File: src/rtl/pwrdn_pkg.sv
package pwrdn_pkg;
  localparam int PD_SEL_W = 3;

  typedef enum logic [1:0] {
    MODE_RUN    = 2'd0,
    MODE_SLEEP  = 2'd1,
    MODE_STBY   = 2'd2,
    MODE_SETTLE = 2'd3
  } pdMode_e;

  // strobes from control to the settling datapath
  typedef struct packed {
    logic                clear;  // zero prescaler/counter, capture select
    logic                run;    // advance the settling count
    logic [PD_SEL_W-1:0] sel;    // select value to capture on clear
  } pdStrobe_t;
endpackage

File: src/rtl/pwrdn_settle.sv
module pwrdn_settle
  import pwrdn_pkg::*;
#(
  parameter int CNT_W = 8
) (
  input  logic      clk,
  input  logic      rstN,
  input  pdStrobe_t strb,
  output logic      ovf
);
  localparam int PRE_W = 1 << PD_SEL_W;
  localparam logic [PD_SEL_W-1:0] TOP_SEL = PD_SEL_W'(PRE_W - 1);
  localparam logic [PRE_W-1:0] PRE_ONES = '1;

  logic [PD_SEL_W-1:0] selQ;
  logic [PRE_W-1:0]    preQ;
  logic [PRE_W-1:0]    preLast;
  logic [CNT_W-1:0]    cntQ;
  logic                tick;

  // divide by 2^(sel+1): the last prescaler value is sel+1 ones
  always_comb begin
    preLast = PRE_ONES >> (TOP_SEL - selQ);
    tick    = strb.run && (preQ == preLast);
    ovf     = tick && (&cntQ);
  end

  always_ff @(posedge clk or negedge rstN) begin
    if (!rstN) begin
      selQ <= '0;
      preQ <= '0;
      cntQ <= '0;
    end else if (strb.clear) begin
      selQ <= strb.sel;
      preQ <= '0;
      cntQ <= '0;
    end else if (strb.run) begin
      if (tick) begin
        preQ <= '0;
        cntQ <= cntQ + 1'b1;
      end else begin
        preQ <= preQ + 1'b1;
      end
    end
  end
endmodule

File: src/rtl/pwrdn_fsm.sv
module pwrdn_fsm
  import pwrdn_pkg::*;
#(
  parameter int IRQ_W = 4
) (
  input  logic                clk,
  input  logic                rstN,
  input  logic                sleepReq,
  input  logic                stbyEnA,
  input  logic                stbyEnB,
  input  logic                busHeldN,
  input  logic                dmaBusy,
  input  logic [IRQ_W-1:0]    wakeIrq,
  input  logic [PD_SEL_W-1:0] clkSel,
  input  logic                ovf,
  output pdStrobe_t           strb,
  output pdMode_e             modeQ,
  output logic                cpuClkEnQ,
  output logic                perClkEnQ,
  output logic                rstPulseQ,
  output logic                refusedQ
);
  pdMode_e modeD;
  logic    wakeAny;
  logic    stbyAllowed;
  logic    stbyAsked;
  logic    enterStby;
  logic    refuseNow;

  always_comb begin
    wakeAny     = |wakeIrq;
    stbyAsked   = stbyEnA && stbyEnB;
    stbyAllowed = busHeldN && !dmaBusy;
    enterStby   = 1'b0;
    refuseNow   = 1'b0;
    modeD       = modeQ;
    unique case (modeQ)
      MODE_RUN: begin
        if (sleepReq) begin
          if (!stbyAsked) begin
            modeD = MODE_SLEEP;
          end else if (stbyAllowed) begin
            modeD     = MODE_STBY;
            enterStby = 1'b1;
          end else begin
            refuseNow = 1'b1;
          end
        end
      end
      MODE_SLEEP:  if (wakeAny) modeD = MODE_RUN;
      MODE_STBY:   if (wakeAny) modeD = MODE_SETTLE;
      MODE_SETTLE: if (ovf)     modeD = MODE_RUN;
      default:     modeD = MODE_RUN;
    endcase
  end

  // strobes to the datapath: zero on standby entry, rearm on wake
  always_comb begin
    strb.clear = enterStby || (modeQ == MODE_STBY && wakeAny);
    strb.run   = (modeQ == MODE_SETTLE);
    strb.sel   = clkSel;
  end

  always_ff @(posedge clk or negedge rstN) begin
    if (!rstN) begin
      modeQ     <= MODE_RUN;
      cpuClkEnQ <= 1'b1;
      perClkEnQ <= 1'b1;
      rstPulseQ <= 1'b0;
      refusedQ  <= 1'b0;
    end else begin
      modeQ     <= modeD;
      cpuClkEnQ <= (modeD == MODE_RUN);
      perClkEnQ <= (modeD == MODE_RUN) || (modeD == MODE_SLEEP);
      rstPulseQ <= enterStby;
      refusedQ  <= refuseNow;
    end
  end
endmodule

File: src/rtl/pwrdn_ctrl.sv
module pwrdn_ctrl
  import pwrdn_pkg::*;
#(
  parameter int IRQ_W = 4,
  parameter int CNT_W = 8
) (
  input  logic             clk,
  input  logic             rstN,
  input  logic             sleepReq,
  input  logic             stbyEnA,
  input  logic             stbyEnB,
  input  logic             busHeldN,
  input  logic             dmaBusy,
  input  logic [IRQ_W-1:0] wakeIrq,
  input  logic [2:0]       clkSel,
  output logic             cpuClkEn,
  output logic             perClkEn,
  output logic             perRstPulse,
  output logic             refused,
  output logic [1:0]       mode
);
  pdStrobe_t strb;
  pdMode_e   modeQ;
  logic      ovf;

  pwrdn_fsm #(.IRQ_W(IRQ_W)) u_fsm (
    .clk(clk), .rstN(rstN), .sleepReq(sleepReq),
    .stbyEnA(stbyEnA), .stbyEnB(stbyEnB),
    .busHeldN(busHeldN), .dmaBusy(dmaBusy),
    .wakeIrq(wakeIrq), .clkSel(clkSel), .ovf(ovf),
    .strb(strb), .modeQ(modeQ),
    .cpuClkEnQ(cpuClkEn), .perClkEnQ(perClkEn),
    .rstPulseQ(perRstPulse), .refusedQ(refused)
  );

  pwrdn_settle #(.CNT_W(CNT_W)) u_settle (
    .clk(clk), .rstN(rstN), .strb(strb), .ovf(ovf)
  );

  assign mode = modeQ;
endmodule

File: config.mk
export PLATFORM = sky130hd
export DESIGN_NAME = pwrdn_ctrl
export DESIGN_NICKNAME = d
export VERILOG_FILES = /design/src/rtl/pwrdn_pkg.sv /design/src/rtl/pwrdn_settle.sv /design/src/rtl/pwrdn_fsm.sv /design/src/rtl/pwrdn_ctrl.sv
export SDC_FILE = /design/constraint.sdc
export NUM_CORES = 1
export LEC_CHECK = 0
export ABC_AREA = 1
export BUFFER_PORTS_ARGS = -buffer_cell sky130_fd_sc_hd__buf_4
export CORE_MARGIN = 2
export CORE_UTILIZATION = 45
export CTS_BUF_LIST = sky130_fd_sc_hd__clkbuf_2 sky130_fd_sc_hd__clkbuf_4 sky130_fd_sc_hd__clkbuf_8
export DETAILED_ROUTE_END_ITERATION = 6
export GPL_TIMING_DRIVEN = 0
export PLACE_DENSITY_LB_ADDON = 0.2
export SLEW_MARGIN = 20
export SYNTH_ARGS = -nofsm -noshare
export SYNTH_HDL_FRONTEND = slang
export SYNTH_SLANG_ARGS = --single-unit
File: constraint.sdc
create_clock -name clk -period 1.4 [get_ports clk]
set_clock_uncertainty 0.05 [all_clocks]
set_input_delay 0 -clock clk [delete_from_list [all_inputs] [get_ports clk]]
set_output_delay 0 -clock clk [all_outputs]
set_load 0.1 [all_outputs]
; ---- After elaboration in Yosys (flattened, before gate mapping)
; Cells that the tools add are included.
; W data, S select, Z words.
[totals]
reg_bits = 25
elab_cells = 53
[classes]
n_addsub = 3
eq_ne = 5
n_shift = 1
mux = 21
reduce_logical = 15
[ops]
columns = op, count
row1 = $mux W8, 6
row2 = $add A8 B1 Y8 const B, 2
row3 = $mux W2, 6
row4 = $eq A8 B8 Y1, 1
row5 = $mux W1, 8
row6 = $pmux W2 S4, 1
row7 = $reduce_and A8 Y1, 1
row8 = $shr A8 B3 Y8 const A, 1
row9 = $logic_and A1 B1 Y1, 5
row10 = $eq A2 B1 Y1 const B, 2
row11 = $eq A2 B2 Y1 const B, 2
row12 = $logic_not A2 Y1, 2
row13 = $reduce_bool A2 Y1, 2
row14 = $reduce_or A4 Y1, 1
row15 = $sub A3 B3 Y3 const A, 1
row16 = $logic_or A1 B1 Y1, 2
row17 = $reduce_and A2 Y1, 1
row18 = $logic_not A1 Y1, 1

; ---- Logic depth before layout (Yosys ltp)
; Gate-level depths: netlist of run 1.
[depth]
ltp_word = 9
ltp_mapped = 11

; ---- Cells and area by module
; Synthesis of run 1 repeated with hierarchy kept, for this count alone.
[unflattened]
hier_cells = 213
hier_area_um2 = 1602.8
[modules_own_cells]
columns = module, instances, cells_per_inst, area_each_um2
row1 = pwrdn_settle, 1, 173, 1253.7
row2 = pwrdn_fsm, 1, 40, 349.1

; ---- Worst setup path after synthesis of run 1
; No wires, ideal clock.
[synth_timing]
path_type = reg-to-reg
start = register u_fsm.modeQ[1]
end = register u_settle.preQ[1]
setup_time_ns = 0.118
arrival_time_ns = 1.865
path_slack_ns = -0.633
path_stages_with_launch = 9
period_less_slack_ns = 2.033
cell_sequence = dfrtp_1 > nand3_2 > nor2_4 > nand2_2 > nor2_4 > nand3_4 > buf_8 > nand4_2 > o21ai_2
[synth_between]
elab_chain_len = 5
elab_cells_between_ends = 11
cone_classes = eq/ne (2) / mux (4) / reduce/logical (5)
[synth_rtl]
columns = element, line
row1 = "start, declared", pwrdn_fsm.sv:17  ; output pdMode_e modeQ,
row2 = "start signal, assigned", pwrdn_fsm.sv:72  ; modeQ <= modeD;
row3 = $eq A2 B2 Y1, pwrdn_fsm.sv:60  ; strb.run = (modeQ == MODE_SETTLE);
row4 = $logic_and A1 B1 Y1, pwrdn_settle.sv:24  ; tick = strb.run && (preQ == preLast);
row5 = $mux W8, pwrdn_settle.sv:38  ; if (tick) begin
row6 = $mux W8, pwrdn_settle.sv:37  ; end else if (strb.run) begin
row7 = $mux W8, pwrdn_settle.sv:33  ; end else if (strb.clear) begin
row8 = "end signal, assigned", pwrdn_settle.sv:42  ; preQ <= preQ + 1'b1;
row9 = "end, declared", pwrdn_settle.sv:16  ; logic [PRE_W-1:0] preQ;
; Several ways; a longest one is shown, not always the timed one. The select of a mux whose other input is x is not followed.
; A chain may end at the register's enable or synchronous reset.

; ---- Worst setup path after layout of run 1
[layout_timing]
start = register u_settle.selQ[1]
end = register u_settle.preQ[5]
[layout_between]
elab_chain_len = 7
[layout_rtl]
columns = element, line
row1 = "start, declared", pwrdn_settle.sv:15  ; logic [PD_SEL_W-1:0] selQ;
row2 = "start signal, assigned", pwrdn_settle.sv:34  ; selQ <= strb.sel;
row3 = $sub A3 B3 Y3, pwrdn_settle.sv:23  ; preLast = PRE_ONES >> (TOP_SEL - selQ);
row4 = $shr A8 B3 Y8, pwrdn_settle.sv:23
row5 = $eq A8 B8 Y1, pwrdn_settle.sv:24
row6 = $logic_and A1 B1 Y1, pwrdn_settle.sv:24
row7 = $mux W8, pwrdn_settle.sv:38
row8 = $mux W8, pwrdn_settle.sv:37
row9 = $mux W8, pwrdn_settle.sv:33
; No other way between the ends. The select of a mux whose other input is x is not followed.

==> key figures, run 1 <==
Power and ir drop
  • Worst IR drop on VDD: between 0.5 and 0.6 mV
  • Leakage: 1.04 nW
  • Pwr/cell area: approximately 1300 nW/um^2

Final layout
  • Most frequent cells in the layout: 53 x nand2_1, 22 x buf_4, 21 x dfrtp_1, 18 x inv_1, 18 x nor2_1
  • Layout cell share with drive strength beyond 1: 31.4%
  • Antenna diodes: 0
  • Post-Layout Cell Count: ~300
  • Syn-to-layout area delta: 28.5%
  • Most common cell after layout, fill and taps aside: nand2_1
  • Net count, final: around 260

Yosys
  • Syn Inst Count: 210
  • Syn nets: 226
  • Top cells by area, synth: dfrtp_1 35%, nand2_1 12%, nand3_1 5.4%
  • Mapped Avg Cell Area: around 7.9 um^2
  • Synth top area share: between 30% and 40%
  • Register bit total from synthesis: 25
  • Sequential area share after synthesis: 37.9%
  • Netlist cell types: 30
  • Synthesis Warnings: 0
  • Cell taking the most area after synthesis: dfrtp_1
  • Mapped cell area: 1660 um^2

Timing
  • Max_slew headroom: 78.6%
  • Period utilization: 110%
  • Tmin final: roughly 1.5 ns
  • Worst Tran Pin Value: ~0.32 ns
  • Fmax achieved: around 650 MHz
  • RSZ-0062 raised after global routing: true
  • Final setup fails: 18
  • Setup ws final: -0.139 ns
  • Setup_tns: -1.93 ns
  • Final hold violations: 0
  • Pins over their slew limit: 0

Detailed routing
  • Final ANT Viol Nets: 0
  • Routed Wire Length: around 3.4 mm
  • Vias/cell: a little under 5
  • DRT Pass-1 Iters: 6
  • DR vias: between 1,000 and 1,500
  • Starting DRT DRC Count: 78
  • DRC Markers: 0
  • Post-DR wirelength/cell: 11.7 um

Floorplan
  • Starting density of the core: a little under half
  • DIE HEIGHT: between 60 and 70 um
  • Num ports: 20
  • CORE AREA: 3610 um^2
  • Die area: between 4000 and 5000 um^2
  • Num rows: 22
  • Die width: between 60 and 70 um

Placed design
  • Placed cell count: 277
  • I/O Buffers: 19
  • DP HPWL: approximately 2.4 mm
  • Gpl congestion: 0.816

Min path
  • WHS Path Cells: 4
  • Hold_sp: stbyEnA
  • HP Class: in -> reg

Critical path
  • R2r endpoint: u_settle.preQ[5]$_DFFE_PN0P_
  • CP dominant cell by count: nor2_4
  • Reg2reg setup slack: -0.14 ns
  • Reg2Reg Launch Point: u_settle.selQ[1]$_DFFE_PN0N_
  • Slowest CP cell: dfrtp_1
  • CP endpoint: u_settle.preQ[5]$_DFFE_PN0P_
  • Crit path max-delay family: simple AND/OR/NAND/NOR gates
  • CP Data Required Time: about 1.5 ns
  • Reg2reg path depth: 10
  • Buf+Inv Stages, Crit Path: 2
  • Slowest stage delay, CP: about 0.38 ns
  • Levels on crit path: 10
  • Worst path cell trace: buf_6, nor2_4, nor2_1, nand2_1, nand2_2, nor2_4, nand3_4, buf_12, nand3_2, a21oi_2
  • CP endpoint kind: register
  • Crit Path Class: reg -> reg
  • Critical path fanouts, max: 10
  • Arr. time, crit path: between 1.5 and 2 ns
  • Worst Setup SP: u_settle.selQ[1]$_DFFE_PN0N_
  • Type of origin of the critical path: register

Clock tree
  • CTS sink cnt: 25
  • Cts bufs inserted: 3
  • Clk Latency, worst-skew pair: roughly 0.28 ns
  • Max H-tree Level: 1
  • Clk slew on worst S/H paths: 0.09 ns
  • CTS tree: yes
  • Clock Path Buffers: 2
  • CTS root buf: clkbuf_8

Global routing
  • Tot GR Track Use: between 10% and 20%
  • Total gr overflow: 0
  • Vias in the first global route: approximately 1,400
  • Initial antenna violation count: 0
  • First-pass GRT wire length: about 6.2 mm
  • Largest net degree at the start of global routing: 26

Run status
  • Failing checks: setup timing
  • Status: complete, but fails checks

Flow run
  • Max_cap viols: 0
-- tightest hold or removal path, cell delays in order --
cell and delay [ns]:
buf_4 0.08, nand2_1 0.07, nand3_1 0.11, nand2_2 0.07
-- what timing repair did --
action | CTS | global route
cloned | 0 | 1
pin swaps | 4 | 3
setup buffers | 0 | 3
endpoints found under the setup margin | 22 | 23
endpoints found under the hold margin | 31 | 0
hold buffers | 8 | 0
gates resized for setup | 6 | 9
-- cell type report --
cell class                      instances  area, um^2
Inverter                               23        98.8
Buffer                                  5        68.8
Clock buffer                            3        41.3
Multi-Input combinational cell        157         950
Clock inverter                          1        7.51
Sequential cell                        25         636
Fill cell                             339        1470
Timing Repair Buffer                   31         270
Tap cell                               48        60.1
-- logic make-up after synthesis --
group	after synthesis	share of synthesized area (%)
buffers and inverters	28	8.52
xor gates and xnor gates	11	5.81
adders and majority gates	2	1.51
DFF	25	37.9
AOI/OAI and AO/OA	11	3.77
and+or+nand+nor	133	42.5
-- flip-flops by register name, summed over array words and instances, names as in the netlist --
name and flops:
u_settle.selQ 3, u_fsm.cpuClkEnQ 1, u_fsm.modeQ 2, u_fsm.perClkEnQ 1
u_fsm.refusedQ 1, u_fsm.rstPulseQ 1, u_settle.cntQ 8, u_settle.preQ 8
-- routing by layer --
metal | global-route usage, % | wire, um | vias to the layer above
met2 | 32.7 | 1620 | 27
li1 | - | - | 742
met5 | 0 | 0 | -
met1 | 24.1 | 1650 | 641
met3 | 2.08 | 87 | 5
met4 | 7.98 | 64 | 0
-- where the power goes --
part | switching [mW] | leakage (nW) | internal [mW]
clock | 0.245 | 0.0217 | 0.202
sequential | 0.237 | 0.314 | 0.894
combinational | 0.662 | 0.706 | 0.536
total | 1.14 | 1.04 | 1.63
-- per-stage QoR --
step           util [%]  area (um^2)  hold WS (ns)  total power, mW  setup slack (ns)
3_3_place_gp       52.8         1900        -0.125             2.25            -0.139
3_5_place_dp       52.8         1900        -0.121             2.28            -0.168
2_1_floorplan         -         1700        -0.346             2.05            -0.149
6_report           59.1         2130        0.0362             2.78            -0.139
5_1_grt            59.1         2130        0.0646             3.03            -0.262
4_1_cts            57.2         2060        0.0134             2.79            -0.163
-- Yosys cell counts --
cell type  count
o21ai_2        1
o21ai_0        5
inv_1         20
a21oi_2        1
buf_6          2
a21oi_1        2
nor2_2         2
nor2_1        18
nand3_2        9
nor2_4         5
dfrtp_1       23
ha_1           2
inv_4          2
nand2_1       55
nand3_4        1
inv_2          1
dfstp_2        2
nand2_2        8
xor2_1         9
nand3_1       18
xnor2_1        2
buf_8          1
nand4_2        1
nor3_1         7
nand2_4        2
nand4_1        6
buf_4          1
nand3b_1       1
o21ai_1        2
buf_2          1
-- worst min-delay path by stage --
stage	end	slack [ns]
final	u_fsm.modeQ[0]$_DFF_PN0_	0.04
after global routing	u_fsm.modeQ[0]$_DFF_PN0_	0.06
after CTS	u_fsm.refusedQ$_DFF_PN0_	0.01
after detailed placement	u_fsm.refusedQ$_DFF_PN0_	-0.12
after global placement	u_fsm.refusedQ$_DFF_PN0_	-0.13
after floorplan	u_fsm.refusedQ$_DFF_PN0_	-0.35
Note: power is estimated with default switching activity, not from simulation.
==> run 2, diff against run 1 <==
ABC_AREA = unset   (was 1)
SYNTH_HIERARCHICAL = 1   (was unset)
clock period = 1.8 ns   (was 1.4 ns; I/O delays follow)
==> key figures, run 2 <==
Run status
  • Status: complete, but fails checks (unchanged)
  • Failing checks: setup timing (unchanged)

Detailed routing
  • DRC Markers: 0 (unchanged)
  • Top sig layer: met4 (unchanged)
  • Routed Wire Length: 3.83 mm (was 3.43 mm)
  • WL met2: 1.99 mm (was 1.62 mm)
  • Vias/cell: 5.58 (was 4.83)
  • Starting DRT DRC Count: 56 (was 78)
  • Final ANT Viol Nets: 0 (unchanged)
  • Met1 WL: 1.63 mm (was 1.65 mm)
  • DRT Pass-1 Iters: 4 (was 6)
  • WL met3: 136 um (was 87 um)
  • DR vias: 1,327 (was 1,415)
  • Post-DR wirelength/cell: 16.1 um (was 11.7 um)

Final layout
  • Top flop regs: u_settle/cntQ (8), u_settle/preQ (8), u_settle/selQ (3) (was u_settle.cntQ (8), u_settle.preQ (8), u_settle.selQ (3))
  • Most frequent cells in the layout: 31 x buf_4, 20 x dfrtp_1, 8 x nor2_1, 7 x buf_6, 7 x nand2_1 (was 53 x nand2_1, 22 x buf_4, 21 x dfrtp_1, 18 x inv_1, 18 x nor2_1)
  • Post-Layout Cell Count: 238 (was 293)
  • Most common cell after layout, fill and taps aside: buf_4 (was nand2_1)
  • Layout cell share with drive strength beyond 1: 54.7% (was 31.4%)
  • Antenna diodes: 0 (unchanged)
  • Final Util: 68.6% (was 59.1%)
  • Layout fillers: 247 (was 339)
  • Syn-to-layout area delta: 48.8% (was 28.5%)
  • Net count, final: 209 (was 262)
  • Area occupied by multi-input gates: 1050 um^2 (was 950 um^2)
  • Register area: 637 um^2 (was 636 um^2)

Critical path
  • Slowest CP cell: dfrtp_1 (unchanged)
  • Levels on crit path: 9 (was 10)
  • Critical path fanouts, max: 9 (was 10)
  • Crit Path Class: reg -> reg (unchanged)
  • Reg2reg path depth: 9 (was 10)
  • Type of origin of the critical path: register (unchanged)
  • Arr. time, crit path: 2.42 ns (was 1.66 ns)
  • CP endpoint kind: register (unchanged)
  • Buf+Inv Stages, Crit Path: 4 (was 2)
  • Crit path max-delay family: simple AND/OR/NAND/NOR gates (unchanged)
  • Slowest stage delay, CP: 0.44 ns (was 0.38 ns)
  • Worst path cell trace: buf_6, nor3_2, a21oi_1, or3_4, buf_8, buf_4, buf_8, or3_4, a21oi_2 (was buf_6, nor2_4, nor2_1, nand2_1, nand2_2, nor2_4, nand3_4, buf_12, nand3_2, a21oi_2)
  • CP Data Required Time: 2.00 ns (was 1.52 ns)

Yosys
  • Top-count cell post-synth: dfrtp_1 (was nand2_1)
  • Netlist cell types: 48 (was 30)
  • Register bit total from synthesis: 25 (unchanged)
  • Sequential area share after synthesis: 41.5% (was 37.9%)
  • Cell taking the most area after synthesis: dfrtp_1 (unchanged)
  • Ys flop type: dfrtp_1 (unchanged)
  • Synthesis Warnings: 6 (was 0)
  • Mapped Avg Cell Area: 10.1 um^2 (was 7.90 um^2)
  • Post-synth EDFFs: 0 (unchanged)
  • Syn Inst Count: 150 (was 210)
  • Commonest cells in the netlist: 23 x dfrtp_1, 9 x nor2_1, 9 x nor3_1, 8 x a21oi_1, 7 x nand2_1 (was 55 x nand2_1, 23 x dfrtp_1, 20 x inv_1, 18 x nand3_1, 18 x nor2_1)
  • Post-synth ARST share: 100% (unchanged)
  • Synth top area share: 38.0% (was 34.7%)
  • Mapped cell area: 1510 um^2 (was 1660 um^2)
  • Syn nets: 166 (was 226)
  • Top cells by area, synth: dfrtp_1 38%, mux2_2 4.5%, clkbuf_8 3.6% (was dfrtp_1 35%, nand2_1 12%, nand3_1 5.4%)

Power and ir drop
  • Total power: 3.02 mW (was 2.78 mW)
  • Leakage: 0.931 nW (was 1.04 nW)
  • Pwr/cell area: 1340 nW/um^2 (was 1300 nW/um^2)
  • Worst IR drop on VDD: 0.592 mV (was 0.583 mV)

Min path
  • HP Class: in -> reg (unchanged)
  • WHS Path Cells: 4 (unchanged)

Clock tree
  • Clk Latency, worst-skew pair: 0.32 ns (was 0.28 ns)
  • CTS root buf: clkbuf_4 (was clkbuf_8)
  • Clk slew on worst S/H paths: 0.14 ns (was 0.09 ns)
  • CTS sink cnt: 25 (unchanged)
  • CTS tree: yes (unchanged)
  • Cts bufs inserted: 3 (unchanged)
  • Clock Path Buffers: 2 (unchanged)
  • Max H-tree Level: 1 (unchanged)

Timing
  • Setup_tns: -4.90 ns (was -1.93 ns)
  • RSZ-0062 raised after global routing: true (unchanged)
  • Tmin final: 2.22 ns (was 1.54 ns)
  • Period utilization: 124% (was 110%)
  • Fmax achieved: 450 MHz (was 650 MHz)
  • Worst Tran Pin Value: 0.572 ns (was 0.321 ns)
  • Pins over their slew limit: 0 (unchanged)
  • Final setup fails: 22 (was 18)
  • Final hold violations: 0 (unchanged)
  • Setup ws final: -0.424 ns (was -0.139 ns)
  • Max_slew headroom: 61.3% (was 78.6%)

Placed design
  • Placed cell count: 212 (was 277)
  • Worst slack at placement: -0.770 ns (was -0.168 ns)
  • I/O Buffers: 16 (was 19)
  • Gpl congestion: 0.872 (was 0.816)
  • DP HPWL: 2.23 mm (was 2.44 mm)

Floorplan
  • CORE AREA: 3280 um^2 (was 3610 um^2)
  • Num rows: 21 (was 22)
  • Starting density of the core: 46.1% (was 46.0%)
  • Die width: 62 um (was 64.7 um)
  • Die area: 3840 um^2 (was 4190 um^2)
  • Num ports: 20 (unchanged)
  • DIE HEIGHT: 62 um (was 64.7 um)

Flow run
  • Max_cap viols: 0 (unchanged)

Global routing
  • Initial antenna violation count: 0 (unchanged)
  • Vias in the first global route: 1,287 (was 1,438)
  • Largest net degree at the start of global routing: 26 (unchanged)
  • First-pass GRT wire length: 6.05 mm (was 6.16 mm)
  • Total gr overflow: 0 (unchanged)
  • Tot GR Track Use: 21.5% (was 19.0%)
==> run 2: what timing repair did <==
action	CTS	global route
hold buffers	6	0
endpoints found under the setup margin	23	23
gates cloned	2	1
hold endpoints to repair	29	0
gates resized for setup	39	27
pin swaps	13	13
buffers inserted	12	4
==> run 2: kinds of logic (layout without fill, tap and decap cells) <==
family | count (synthesis) | count (layout) | share of synthesized area (%)
AND/OR/NAND/NOR | 63 | 63 | 24.6
AO/OA/AOI/OAI | 29 | 29 | 13.6
flip-flops | 25 | 25 | 41.5
buffers and inverters | 17 | 59 | 9.50
XOR/XNOR | 8 | 8 | 4.63
multiplexers | 6 | 6 | 4.46
adder cells (fa/ha/maj) | 2 | 2 | 1.65
==> run 2: through the flow <==
stage	cell area, um^2	hold WS (ns)
3_5_place_dp	1730	-0.128
5_1_grt	2250	0.0380
6_report	2250	0.0442
2_1_floorplan	1550	-0.346
3_3_place_gp	1730	-0.131
4_1_cts	2100	0.0307
==> run 2: worst min-delay path, delay by kind of cell <==
| kind | cells | cell delay (ns) |
|---|---|---|
| AND/OR/NAND/NOR | 1 | 0.12 |
| buffers and inverters | 1 | 0.08 |
| AO/OA/AOI/OAI | 2 | 0.24 |
==> run 2: routing by layer <==
| layer | global-route usage (%) | up-vias |
|---|---|---|
| li1 | - | 627 |
| met1 | 28.6 | 655 |
| met4 | 7.29 | 0 |
| met3 | 3.31 | 8 |
| met5 | 0 | - |
| met2 | 35.6 | 37 |
==> run 2: area by class of cell <==
| cell class | count | area share [%] |
|---|---|---|
| Multi-Input combinational cell | 108 | 46.6 |
| Buffer | 10 | 5.61 |
| Timing Repair Buffer | 41 | 15.1 |
| Sequential cell | 25 | 28.3 |
| Clock buffer | 3 | 0.999 |
| Inverter | 4 | 0.666 |
| Tap cell | 46 | 2.55 |
| Clock inverter | 1 | 0.222 |
==> run 2: final timing paths <==
| path | slack [ns] | from | end |
|---|---|---|---|
| worst max register to register | -0.42 | u_settle/selQ[2]$_DFFE_PN0P_ | u_settle/cntQ[1]$_DFFE_PN0P_ |
| min in group asynchronous | 0.05 | rstN | u_settle/selQ[2]$_DFFE_PN0P_ |
| worst max-delay path | -0.42 | u_settle/selQ[2]$_DFFE_PN0P_ | u_settle/cntQ[1]$_DFFE_PN0P_ |
| max in group asynchronous | 1.37 | rstN | u_fsm/cpuClkEnQ$_DFF_PN1_ |
| worst min-delay path | 0.04 | wakeIrq[2] | u_fsm/cpuClkEnQ$_DFF_PN1_ |
| worst min register to register | 0.55 | u_settle/cntQ[2]$_DFFE_PN0P_ | u_settle/cntQ[2]$_DFFE_PN0P_ |
==> run 2: power breakdown <==
group	internal (mW)	switching, mW	leakage [nW]
Combinational	0.840	1.07	0.592
Clock	0.0831	0.167	0.0177
Sequential	0.707	0.150	0.322
Total	1.63	1.39	0.931
